--- config.mk ---
export PLATFORM = sky130hd
export DESIGN_NAME = mbx_irq_ctrl
export DESIGN_NICKNAME = d
export VERILOG_FILES = /design/src/rtl/mbx_pkg.sv /design/src/rtl/mbx_port_decode.sv /design/src/rtl/mbx_flag.sv /design/src/rtl/mbx_irq_ctrl.sv
export SDC_FILE = /design/constraint.sdc
export NUM_CORES = 1
export LEC_CHECK = 0
export ABC_AREA = 1
export BUFFER_PORTS_ARGS = -buffer_cell sky130_fd_sc_hd__buf_2
export CAP_MARGIN = 20
export CORE_AREA = 2 2 39 41
export CTS_CLUSTER_DIAMETER = 200
export CTS_CLUSTER_SIZE = 30
export DETAILED_ROUTE_END_ITERATION = 6
export DIE_AREA = 0 0 41 43
export PLACE_DENSITY = 0.63
export SYNTH_ARGS = -nofsm -noshare
export SYNTH_HDL_FRONTEND = slang
export SYNTH_SLANG_ARGS = --single-unit
--- constraint.sdc ---
create_clock -name clk -period 0.9 [get_ports clk]
set_input_delay 0.27 -clock clk [delete_from_list [all_inputs] [get_ports clk]]
set_output_delay 0.27 -clock clk [all_outputs]
set_load 0.02 [all_outputs]
--- src/rtl/mbx_pkg.sv ---
package mbx_pkg;
  localparam int unsigned NUM_PORTS = 2;

  // Decoded side effects of one port's access in the current cycle.
  typedef struct packed {
    logic set_peer;  // writes the mailbox owned by the opposite port
    logic clr_own;   // reads the mailbox owned by this port
  } mbx_hit_t;
endpackage

--- src/rtl/mbx_port_decode.sv ---
module mbx_port_decode #(
  parameter int unsigned ADDR_W = 14,
  parameter logic [ADDR_W-1:0] OWN_ADDR = '1,
  parameter logic [ADDR_W-1:0] PEER_ADDR = '0
) (
  input  logic              ce_n,
  input  logic              rw_n,
  input  logic              oe_n,
  input  logic              busy_n,
  input  logic [ADDR_W-1:0] addr,
  output mbx_pkg::mbx_hit_t hit
);
  logic wr_cyc;
  logic rd_cyc;

  // A write requires enable and write strobe; a read requires enable and
  // output enable, whatever the write strobe is doing.
  assign wr_cyc = !ce_n && !rw_n && busy_n;
  assign rd_cyc = !ce_n && !oe_n && busy_n;

  always_comb begin
    hit.set_peer = wr_cyc && (addr == PEER_ADDR);
    hit.clr_own  = rd_cyc && (addr == OWN_ADDR);
  end
endmodule

--- src/rtl/mbx_flag.sv ---
module mbx_flag (
  input  logic clk,
  input  logic rst,
  input  logic set_i,
  input  logic clr_i,
  output logic irq_n_o
);
  always_ff @(posedge clk) begin
    if (rst)        irq_n_o <= 1'b1;
    else if (set_i) irq_n_o <= 1'b0;
    else if (clr_i) irq_n_o <= 1'b1;
  end

  // a set in the same cycle as a clear still lands
  p_set_wins_r8: assert property (@(posedge clk) disable iff (rst)
    set_i |=> !irq_n_o);
  // a lone clear releases the flag
  p_clear_r4: assert property (@(posedge clk) disable iff (rst)
    (clr_i && !set_i) |=> irq_n_o);
  // with no action the flag holds
  p_hold_r9: assert property (@(posedge clk) disable iff (rst)
    (!set_i && !clr_i) |=> $stable(irq_n_o));
endmodule

--- src/rtl/mbx_irq_ctrl.sv ---
module mbx_irq_ctrl #(
  parameter int unsigned ADDR_W = 14
) (
  input  logic              clk,
  input  logic              rst,
  input  logic              l_ce_n,
  input  logic              l_rw_n,
  input  logic              l_oe_n,
  input  logic [ADDR_W-1:0] l_addr,
  input  logic              l_busy_n,
  input  logic              r_ce_n,
  input  logic              r_rw_n,
  input  logic              r_oe_n,
  input  logic [ADDR_W-1:0] r_addr,
  input  logic              r_busy_n,
  output logic              left_irq_n,
  output logic              right_irq_n
);
  import mbx_pkg::*;

  // Port 0 (left) owns the second-highest word, port 1 (right) the highest.
  localparam logic [ADDR_W-1:0] MBOX_BASE = {{(ADDR_W-1){1'b1}}, 1'b0};

  logic              ce_n   [NUM_PORTS];
  logic              rw_n   [NUM_PORTS];
  logic              oe_n   [NUM_PORTS];
  logic              busy_n [NUM_PORTS];
  logic [ADDR_W-1:0] addr   [NUM_PORTS];
  mbx_hit_t          hit    [NUM_PORTS];
  logic              irq_n  [NUM_PORTS];

  assign ce_n[0]   = l_ce_n;
  assign rw_n[0]   = l_rw_n;
  assign oe_n[0]   = l_oe_n;
  assign busy_n[0] = l_busy_n;
  assign addr[0]   = l_addr;
  assign ce_n[1]   = r_ce_n;
  assign rw_n[1]   = r_rw_n;
  assign oe_n[1]   = r_oe_n;
  assign busy_n[1] = r_busy_n;
  assign addr[1]   = r_addr;

  for (genvar p = 0; p < NUM_PORTS; p++) begin : g_port
    localparam logic [ADDR_W-1:0] OWN  = MBOX_BASE + ADDR_W'(p);
    localparam logic [ADDR_W-1:0] PEER = MBOX_BASE + ADDR_W'(NUM_PORTS - 1 - p);

    mbx_port_decode #(
      .ADDR_W   (ADDR_W),
      .OWN_ADDR (OWN),
      .PEER_ADDR(PEER)
    ) u_dec (
      .ce_n  (ce_n[p]),
      .rw_n  (rw_n[p]),
      .oe_n  (oe_n[p]),
      .busy_n(busy_n[p]),
      .addr  (addr[p]),
      .hit   (hit[p])
    );

    // Flag p is raised by the opposite port and released by its owner.
    mbx_flag u_flag (
      .clk    (clk),
      .rst    (rst),
      .set_i  (hit[NUM_PORTS-1-p].set_peer),
      .clr_i  (hit[p].clr_own),
      .irq_n_o(irq_n[p])
    );
  end

  assign left_irq_n  = irq_n[0];
  assign right_irq_n = irq_n[1];

  // reset returns both flags to inactive
  p_reset_r1: assert property (@(posedge clk)
    rst |=> (left_irq_n && right_irq_n));
  // a busy right port cannot raise the left flag
  p_busy_noset_r7: assert property (@(posedge clk) disable iff (rst)
    (!r_busy_n && left_irq_n) |=> left_irq_n);
  // a busy left port cannot release its own flag
  p_busy_noclr_r7: assert property (@(posedge clk) disable iff (rst)
    (!l_busy_n && !left_irq_n) |=> !left_irq_n);
  // a busy left port cannot raise the right flag
  p_busy_noset_r_r7: assert property (@(posedge clk) disable iff (rst)
    (!l_busy_n && right_irq_n) |=> right_irq_n);
endmodule

# Word-level counts from Yosys, hierarchy flattened
# Index checks and enable logic that the tools add are counted.
# totals
reg_bits	2
input_bits	38
output_inout_bits	2
elab_cells	30
# op_classes
eq_ne	4
n_mux	4
n_reduce_logical	20
# op_table
op	n
$eq A14 B14 Y1 const B	4
$logic_and A1 B1 Y1	12
$logic_not A1 Y1	6
$mux W1	4
$reduce_bool A2 Y1	2

# Depth between registers and ports, before layout
# Gate-level depths: netlist (run 1).
# logic_depth
ltp_word	6
ltp_mapped	8
ltp_nobuf	8

# Cells and area by module
# A second synthesis (run 1) with hierarchy kept.
# unflattened
cells_unflattened	55
hier_area_um2	252.7
# by_module_without_submodules
mod	n_inst	cells_each	area_each_um2	seq_area_each_um2
mbx_port_decode (g_port[0].u_dec)	1	24	98.8	0.0
mbx_port_decode (g_port[1].u_dec)	1	21	81.3	0.0
mbx_flag	2	5	36.3	20.0

# Worst setup path after synthesis (run 1)
# Ideal clock, no wire load.
# synth_path
kind	input port to flip-flop
start	input port r_addr[11]
end	register g_port[0].u_flag.irq_n_o
setup_time_ns	0.112
t_arrival_ns	0.692
required_time_ns	0.788
slack_ns	0.096
stages	7
path_buffers	0
path_cell_list	nand2_1 -> nor2_1 -> nand2_1 -> nor2_2 -> nand3_1 -> nand2_1 -> nand2_1
# synth_via
elab_chain_cells	3
word_cells_on_any_way	4
cone_classes	eq/ne (1); mux (1); reduce/logical (2)
# synth_rtl
item	line_no	text
start: declaration	mbx_irq_ctrl.sv:14	input logic [ADDR_W-1:0] r_addr,
$eq A14 B14 Y1 (*)	mbx_port_decode.sv:22	hit.set_peer = wr_cyc && (addr == PEER_ADDR);
$logic_and A1 B1 Y1 (*)	mbx_port_decode.sv:22	
$mux W1 or $reduce_bool A2 Y1 (tied branches)	n/a	
end signal: assignment	mbx_flag.sv:9	if (rst) irq_n_o <= 1'b1;
end signal: assignment	mbx_flag.sv:10	else if (set_i) irq_n_o <= 1'b0;
end signal: assignment	mbx_flag.sv:11	else if (clr_i) irq_n_o <= 1'b1;
end: declaration	mbx_flag.sv:6	output logic irq_n_o
# Mark *: on every way between the ends. The rest lies on a longest branch, timed or not.
# A chain may end at the register's enable or synchronous reset.

# Worst setup path in the final report (run 1)
# layout_path
start	register g_port[0].u_flag.irq_n_o
end	output port left_irq_n
# layout_rtl
item	line_no	text
end: declaration	mbx_irq_ctrl.sv:16	output logic left_irq_n,
# No word-level cell between the ends.

==> results of run 1 <==
placed cells by master, fill, tap and decap left out, types with 2 or more instances in the layout:
cell type,instances
buf_4,2
inv_2,2
inv_1,6
dfxtp_2,2
buf_2,37
nand4_1,2
nor3b_1,2
nand3b_1,2
nand3_1,2
nand2_1,20
nor2_1,7
clkbuf_4,3
buf_6,2
metrics by stage:
step | hold slack [ns] | setup slack [ns] | total power, W
2_1_floorplan | 0.374 | 0.0962 | 0.000119
5_1_grt | 0.227 | -0.0764 | 0.000465
3_5_place_dp | 0.469 | -0.0660 | 0.000205
4_1_cts | 0.232 | -0.0389 | 0.000417
3_3_place_gp | 0.470 | -0.0289 | 0.000203
6_report | 0.235 | -0.0397 | 0.000405
what timing repair did:
item,CTS,global route
gates resized for setup,6,0
pin swaps,0,0
setup buffers,2,0
endpoints found under the setup margin,2,2
synth_stat cells:
master | count | share of area
and2_1 | 1 | 0.024
nand3_1 | 2 | 0.039
inv_1 | 6 | 0.087
nor3b_1 | 2 | 0.058
dfxtp_1 | 2 | 0.16
nand4_4 | 1 | 0.083
nor2_2 | 1 | 0.024
inv_2 | 2 | 0.029
nand4_1 | 2 | 0.049
nand3b_1 | 2 | 0.058
nand2_1 | 20 | 0.29
nor2_1 | 7 | 0.10
final cells by class:
type | instances | area, um^2
clock buffers | 3 | 22.5
fillers | 153 | 858
inverters | 8 | 30.0
multi-input cells | 38 | 188
flip-flops and latches | 2 | 42.5
well taps | 16 | 20.0
repair buffers | 41 | 223
power breakdown:
part | switching (W) | internal, W | leakage (nW) | total, W
Combinational | 0.0000423 | 0.0000707 | 0.279 | 0.000113
Clock | 0.0000550 | 0.000148 | 0.0138 | 0.000203
Sequential | 0.000000000971 | 0.0000892 | 0.0152 | 0.0000892
tightest hold or removal path, cell delays in order:
cell	delay [ns]
buf_2	0.07
inv_1	0.04
nand2_1	0.05
routing by layer:
layer,global-route usage,wire [um],vias to the layer above
li1,-,-,236
met1,0.0769,275,177
met2,0.181,397,28
met3,0.0471,118,0
met4,0.0800,0,0
met5,0,0,-
cells by family after synthesis:
group / Yosys count / share of synthesized area
simple gates: 38 / 0.728
buf+inv: 8 / 0.117
flops: 2 / 0.155
worst min-delay path by stage:
stage | slack, ns | to | cells past startpoint
3_5_place_dp | 0.47 | g_port[1].u_flag.irq_n_o | 3
3_3_place_gp | 0.47 | g_port[0].u_flag.irq_n_o | 3
4_1_cts | 0.23 | g_port[1].u_flag.irq_n_o | 3
6_report | 0.23 | g_port[0].u_flag.irq_n_o | 3
2_1_floorplan | 0.37 | g_port[0].u_flag.irq_n_o | 2
5_1_grt | 0.23 | g_port[0].u_flag.irq_n_o | 3
==> summary.md, run 1 <==
| Metric | Value |
|---|---|
| Vias in the first global route | `370` |
| Vias per cell | `4.08` |
| Core Area | `0.00138 mm^2` |
| DRT antenna net count | `0` |
| Post-DP HPWL | `679 um` |
| Critical Path End | `left_irq_n` |
| RePlAce Congestion | `0.609` |
| Worst VDD drop | `343 uV` |
| Hold_buf cts | `0` |
| Fin crit share | `1.04` |
| Die Wd | `41 um` |
| Status | `complete, but fails checks` |
| Slowest stage delay, CP | `0.33 ns` |
| Ant. Diodes | `0` |
| Actual slew at the worst max-slew pin | `0.167 ns` |
| Dpl cell area | `473 um^2` |
| Yosys reg bits | `2` |
| Clk Tree Root Cell | `clkbuf_4` |
| Cell Chain, Critical Path | `buf_6` |
| Worst setup path start | `g_port[0].u_flag.irq_n_o` |
| Finished Core Util | `0.380` |
| Largest Register | `g_port.u_flag.irq_n_o` |
| CTS sink count | `2` |
| Synthesized Nets | `86` |
| # rows | `14` |
| Synth Cell Area | `258 um^2` |
| Die Height | `43 um` |
| Worst-skew pair later-pin latency | `0.23 ns` |
| Critical Path AT | `0.67 ns` |
| TritonCTS Buffers | `3` |
| Critical Path RT | `0.63 ns` |
| WL final | `791 um` |
| Critical path peak fanout | `2` |
| Finished layout cell area | `526 um^2` |
| Area growth syn-to-layout | `104%` |
| Levels on crit path | `1` |
| Pins Over Slew Limit | `0` |
| Starting Density | `0.186` |
| Reg2Reg Depth | `5` |
| Worst reg2reg path endpoint | `g_port[0].u_flag.irq_n_o` |
| Kind of cell adding the most delay to the critical path | `flip-flops` |
| DRC viols | `0` |
| TritonCTS clock tree | `yes` |
| Top Ports | `40` |
| Top Registers | `g_port.u_flag.irq_n_o: 2 flops` |
| Pleak | `0.308 nW` |
| PortBufs | `39` |
| Reg-to-Reg Start | `g_port[0].u_flag.irq_n_o` |
| Clk_skew | `0 ns` |
| Final hold vios | `0` |
| Syn Area/Cell | `5.37 um^2` |
| Setup TNS Final | `-0.0633 ns` |
| Critical path's slowest cell | `dfxtp_2` |
| Hold Crit Start | `rst` |
| GRT Total Usage | `0.103` |
| Critical Path Start Type | `flop` |
| Mapped Cells | `48` |
| Fin cells | `108` |
| CTS H-tree lvls | `1` |
| Achievable Freq | `1.06 GHz` |
| CTS max path bufs | `2` |
| Reg2reg setup slack | `0.18 ns` |
| Max Cap Viol | `0` |
| Reg clk slew, reported paths | `0.03 ns` |
| Tmin final | `0.940 ns` |
| CP endpoint kind | `output port` |
| Max FFs per register | `2` |
| Largest net degree at the start of global routing | `3` |
| Via count | `441` |
| YS warnings | `0` |
| Wirelength per Cell | `7.32 um` |
| Cell Pwr Density | `770 mW/mm^2` |
| Crit Path Class | `flop to output port` |
| Layout Nets | `132` |
| RSZ-0062 raised after global routing | `true` |
| DR iter-0 viols | `8` |
| Die area | `0.00176 mm^2` |
| Seq/Total Area, Yosys | `0.155` |
| Relative slew slack | `0.888` |
| Placed Cells | `103` |
| Final worst setup slack | `-0.0397 ns` |
| Crit path buf inv count | `1` |
| First-pass GRT wire length | `1.17 mm` |
| Remaining global-route overflow | `0` |
| Final Setup Violations | `2` |
| Layout cells sized above 1 | `0.543` |
| Antenna violations before repair | `0` |
| TritonRoute pass-1 iters | `2` |
| Failing checks | `negative setup slack` |
| Netlist cell types | `12` |
| Tightest Hold Check Type | `primary input to flop` |
Note: power is estimated with default switching activity, not from simulation.
==> run 2, diff against run 1 <==
CELL_PAD_IN_SITES_DETAIL_PLACEMENT = 1   (was not set)
CELL_PAD_IN_SITES_GLOBAL_PLACEMENT = 1   (was not set)
CORE_AREA = not set   (was 2 2 39 41)
CORE_ASPECT_RATIO = 1.4   (was not set)
CORE_UTILIZATION = 14   (was not set)
CTS_CLUSTER_SIZE = 8   (was 30)
DIE_AREA = not set   (was 0 0 41 43)
PLACE_DENSITY = 0.79   (was 0.63)
==> run 2 against run 1 <==
Effect of this change: the run still ends with negative setup slack left; first-iteration DRC count decreased by 50%; clock power increased by 3%; via count increased by 7.9%; largest cell class unchanged; global-route usage is 0.44 points higher; non-clock buffer count is 1 higher; cell count is 4.6% higher; die area up 15%; flip-flop and latch count unchanged; combinational power is essentially flat.
==> summary.md, run 2 (synthesized netlist as in run 1, its figures left out) <==
| Metric | Value |
|---|---|
| Critical Path RT | `0.63 ns` |
| Tightest Hold Check Type | `primary input to flop` |
| CTS max path bufs | `2` |
| Final hold vios | `0` |
| Max FFs per register | `2` |
| Achievable Freq | `1.06 GHz` |
| Pleak | `0.313 nW` |
| Met3 WL | `116 um` |
| Max Cap Viol | `0` |
| Hold_buf cts | `0` |
| CTS sink count | `2` |
| Fin cells | `113` |
| TritonCTS clock tree | `yes` |
| Clk Tree Root Cell | `clkbuf_4` |
| CP endpoint kind | `output port` |
| Die Height | `52.8 um` |
| TritonCTS Buffers | `3` |
| Cell Pwr Density | `769 mW/mm^2` |
| Failing checks | `negative setup slack` |
| RePlAce Congestion | `0.591` |
| Crit path buf inv count | `1` |
| Critical path's slowest cell | `dfxtp_2` |
| Setup TNS Final | `-0.0772 ns` |
| Status | `complete, but fails checks` |
| WL final | `1.05 mm` |
| Top Ports | `40` |
| Top Registers | `g_port.u_flag.irq_n_o: 2 flops` |
| Largest Register | `g_port.u_flag.irq_n_o` |
| Area growth syn-to-layout | `109%` |
| Core Area | `0.00176 mm^2` |
| Post-DP HPWL | `866 um` |
| Layout cells sized above 1 | `0.548` |
| Largest net degree at the start of global routing | `3` |
| Critical path peak fanout | `2` |
| Ant. Diodes | `0` |
| Clk_skew | `0 ns` |
| DRC viols | `0` |
| Die Wd | `38.3 um` |
| Met1 WL | `317 um` |
| Finished Core Util | `0.306` |
| Critical Path Start Type | `flop` |
| Remaining global-route overflow | `0` |
| Pins Over Slew Limit | `0` |
| Design Power | `0.000414 W` |
| Worst-skew pair later-pin latency | `0.23 ns` |
| Antenna violations before repair | `0` |
| Die area | `0.00202 mm^2` |
| RSZ-0062 raised after global routing | `true` |
| Final Setup Violations | `2` |
| Storage element area | `42.5 um^2` |
| Final worst setup slack | `-0.0405 ns` |
| Layout Nets | `133` |
| Kind of cell adding the most delay to the critical path | `flip-flops` |
| TritonRoute pass-1 iters | `4` |
| Placed Cells | `107` |
| Max Used Layer | `met4` |
| # rows | `18` |
| Starting Density | `0.147` |
| Fin crit share | `1.04` |
| GRT Total Usage | `0.108` |
| Vias per cell | `4.21` |
| Vias in the first global route | `400` |
| Relative slew slack | `0.854` |
| Wirelength per Cell | `9.29 um` |
| DR iter-0 viols | `4` |
| First-pass GRT wire length | `1.41 mm` |
| Commonest non-fill, non-tap cells in the layout | `buf_2, nand2_1, nor2_1` |
| WL met2 | `605 um` |
| Via count | `476` |
| Reg clk slew, reported paths | `0.03 ns` |
| PortBufs | `39` |
| Actual slew at the worst max-slew pin | `0.218 ns` |
| Cell Chain, Critical Path | `buf_6` |
| Critical Path AT | `0.67 ns` |
| Worst VDD drop | `318 uV` |
| Slowest stage delay, CP | `0.33 ns` |
| Multi-input gate area | `188 um^2` |
| Commonest non-fill, non-tap cell in the layout | `buf_2` |
| Crit Path Class | `flop to output port` |
| DRT antenna net count | `0` |
| Fill count | `251` |
| CTS H-tree lvls | `1` |
| Tmin final | `0.940 ns` |
==> run 2: cell count changes in the layout (fill, tap and decap cells not counted) <==
cell   delta
buf_4     +1
==> run 2: final cells by class <==
cell class / instances / area share
multi-input combinational: 38 / 0.349
inverter: 8 / 0.0558
tap: 20 / 0.0465
sequential: 2 / 0.0791
timing repair buffer: 42 / 0.428
clock buffer: 3 / 0.0419
==> run 2: metal layers <==
| metal | up-vias | global-route usage |
|---|---|---|
| met5 | - | 0 |
| met4 | 0 | 0.107 |
| met3 | 2 | 0.00851 |
| met2 | 34 | 0.215 |
| met1 | 201 | 0.0787 |
| li1 | 239 | - |
==> run 2: power breakdown <==
part	total, W	switching [W]	internal, W
logic	0.000116	0.0000450	0.0000708
registers	0.0000892	0.00000000100	0.0000892
clock network	0.000209	0.0000609	0.000148
==> run 2: what timing repair did <==
| action | in CTS | in global routing |
|---|---|---|
| pin swaps | 0 | 0 |
| setup buffers | 2 | 1 |
| setup endpoints to repair | 2 | 2 |
| resized for setup | 6 | 0 |
==> run 2: path summary, 6_finish.rpt <==
path                                                from                  endpoint  slack [ns]  cells after the start
worst max-delay path            g_port[0].u_flag.irq_n_o                left_irq_n       -0.04                      1
worst min-delay path                                 rst  g_port[1].u_flag.irq_n_o        0.25                      3
worst min register to register  g_port[1].u_flag.irq_n_o  g_port[1].u_flag.irq_n_o        0.63                      5
worst max register to register  g_port[0].u_flag.irq_n_o  g_port[0].u_flag.irq_n_o        0.06                      6
==> run 2: metrics by stage <==
step	instance area (um^2)	worst slack, ns	hold slack, ns
after detailed placement	478	-0.106	0.482
final	538	-0.0405	0.245
after global placement	478	-0.0438	0.478
after CTS	531	-0.0379	0.246
after floorplan	258	0.0962	0.374
after global routing	538	-0.0643	0.251
==> run 3, diff against run 2 <==
==> constraint.sdc (replaced) <==
create_clock -name clk -period 0.9 [get_ports clk]
set_input_delay 0.27 -clock clk [delete_from_list [all_inputs] [get_ports clk]]
set_output_delay 0.27 -clock clk [all_outputs]
set_load 0.05 [all_outputs]
==> run 3 against run 2 <==
Effect of this change: critical path type unchanged; total power is 0.47% lower; highest routed layer unchanged; largest cell class unchanged; the flow still finishes with violations (negative setup slack); via count down 1.7%; global-route usage decreased by 0.34 points.
==> summary.md, run 3 (synthesized netlist as in run 1, its figures left out) <==
| Metric | Value |
|---|---|
| Status | `complete, but fails checks` |
| Failing checks | `negative setup slack` |
| DRC viols | `0` |
| Commonest non-fill, non-tap cells in the layout | `buf_2, nand2_1, nor2_1` |
| Tmin final | `0.978 ns` |
| Critical Path AT | `0.71 ns` |
| Cell Pwr Density | `766 mW/mm^2` |
| TritonCTS Buffers | `3` |
| First-pass GRT wire length | `1.38 mm` |
| Power share of the clock group | `0.503` |
| Met1 WL | `306 um` |
| PortBufs | `39` |
| Die Wd | `38.3 um` |
| Via count | `468` |
| Cell Chain, Critical Path | `buf_8` |
| GRT Total Usage | `0.104` |
| Die area | `0.00202 mm^2` |
| Worst setup path start | `g_port[1].u_flag.irq_n_o` |
| Critical path's slowest cell | `dfxtp_2` |
| Hold Crit Start | `rst` |
| Worst VDD drop | `324 uV` |
| Wirelength per Cell | `9.04 um` |
| DRT antenna net count | `0` |
| Relative slew slack | `0.854` |
| Remaining global-route overflow | `0` |
| Largest Register | `g_port.u_flag.irq_n_o` |
| Max Used Layer | `met4` |
| Die Height | `52.8 um` |
| Top Ports | `40` |
| RSZ-0062 raised after global routing | `true` |
| Crit path buf inv count | `1` |
| Slowest stage delay, CP | `0.33 ns` |
| Critical path peak fanout | `2` |
| Sw frac | `0.253` |
| Critical Path RT | `0.63 ns` |
| Logic gate share of total power | `0.281` |
| CTS max path bufs | `2` |
| Internal | `0.000308 W` |
| Final worst setup slack | `-0.0776 ns` |
| Vias in the first global route | `391` |
| Design Power | `0.000412 W` |
| Starting Density | `0.147` |
| Top Registers | `g_port.u_flag.irq_n_o: 2 flops` |
| Antenna violations before repair | `0` |
| Pleak | `0.312 nW` |
| Commonest non-fill, non-tap cell in the layout | `buf_2` |
| Worst-skew pair later-pin latency | `0.23 ns` |
| DR iter-0 viols | `4` |
| Kind of cell adding the most delay to the critical path | `flip-flops` |
| WL final | `1.01 mm` |
| Setup TNS Final | `-0.155 ns` |
| Sw Pwr | `0.000104 W` |
| CP endpoint kind | `output port` |
| CTS sink count | `2` |
| Ant. Diodes | `0` |
| Clk Tree Root Cell | `clkbuf_4` |
| Levels on crit path | `1` |
| Fill count | `250` |
| WL met2 | `576 um` |
| Reg power frac | `0.217` |
| Final hold vios | `0` |
| Critical Path Start Type | `flop` |
| Core Area | `0.00176 mm^2` |
| Area growth syn-to-layout | `109%` |
| Dpl cell area | `478 um^2` |
| Pins Over Slew Limit | `0` |
| Layout Nets | `132` |
| Max FFs per register | `2` |
| Worst hold stages | `3` |
| TritonCTS clock tree | `yes` |
| RePlAce Congestion | `0.591` |
| Achievable Freq | `1.02 GHz` |
| Largest net degree at the start of global routing | `3` |
| # rows | `18` |
| Fin crit share | `1.09` |
| Vias per cell | `4.18` |
| CTS H-tree lvls | `1` |
| Reg2Reg Depth | `5` |
| Post-DP HPWL | `866 um` |
| TritonRoute pass-1 iters | `4` |
| Finished layout cell area | `538 um^2` |
| Max Cap Viol | `0` |
| Met3 WL | `120 um` |
| Layout cells sized above 1 | `0.543` |
| Reg clk slew, reported paths | `0.03 ns` |
| Tightest Hold Check Type | `primary input to flop` |
| Clk_skew | `0 ns` |
| Crit Path Class | `flop to output port` |
| Actual slew at the worst max-slew pin | `0.218 ns` |
| Final Setup Violations | `2` |
| Min Hold Slack | `0.244 ns` |
| Reg-to-Reg Start | `g_port[1].u_flag.irq_n_o` |
| Finished Core Util | `0.306` |
-- run 3: changes by cell type in the layout (fill, tap and decap cells not counted), sizes merged --
cell,before,now
buf,42,41
-- run 3: layout make-up --
cell class              instances  area, um^2  area share
well taps                      20        25.0      0.0465
flip-flops and latches          2        42.5      0.0791
inverters                       8        30.0      0.0558
clock buffers                   3        22.5      0.0419
repair buffers                 41         230       0.428
multi-input cells              38         188       0.349
-- run 3: final timing paths --
path	endpoint	slack [ns]
setup reg to reg	g_port[1].u_flag.irq_n_o	0.17
setup / recovery	right_irq_n	-0.08
hold / removal	g_port[1].u_flag.irq_n_o	0.24
hold reg to reg	g_port[0].u_flag.irq_n_o	0.63
-- run 3: tightest hold or removal path, cell delays in order --
cell and delay [ns]:
buf_2 0.08, inv_1 0.04, nand2_1 0.05
-- run 3: layer usage --
layer,up-vias,GRT usage
met5,-,0
met4,0,0.107
met3,2,0.00851
met2,34,0.201
met1,196,0.0812
li1,236,-
-- run 3: timing repair --
action | CTS | global route
setup endpoints to repair | 2 | 2
endpoints found under the hold margin | 0 | 0
pin swaps | 0 | 0
setup buffers | 2 | 0
resized for setup | 8 | 0
hold buffers | 0 | 0
-- run 3: power groups by stage --
stage | Sequential, W | Clock, W | Combinational [W]
after floorplan | 0.0000905 | 0 | 0.0000289
after global placement | 0.0000905 | 0 | 0.000113
after detailed placement | 0.0000905 | 0 | 0.000118
after CTS | 0.0000892 | 0.000215 | 0.000118
after global routing | 0.0000891 | 0.000232 | 0.000131
final | 0.0000892 | 0.000207 | 0.000116
-- run 3: per-stage QoR --
| stage | std cells | worst slack [ns] |
|---|---|---|
| finish | 112 | -0.0776 |
| CTS | 112 | -0.0779 |
| global route | 112 | -0.113 |
| floorplan | 48 | 0.0129 |
| global placement | 107 | -0.0438 |
| detailed placement | 107 | -0.106 |
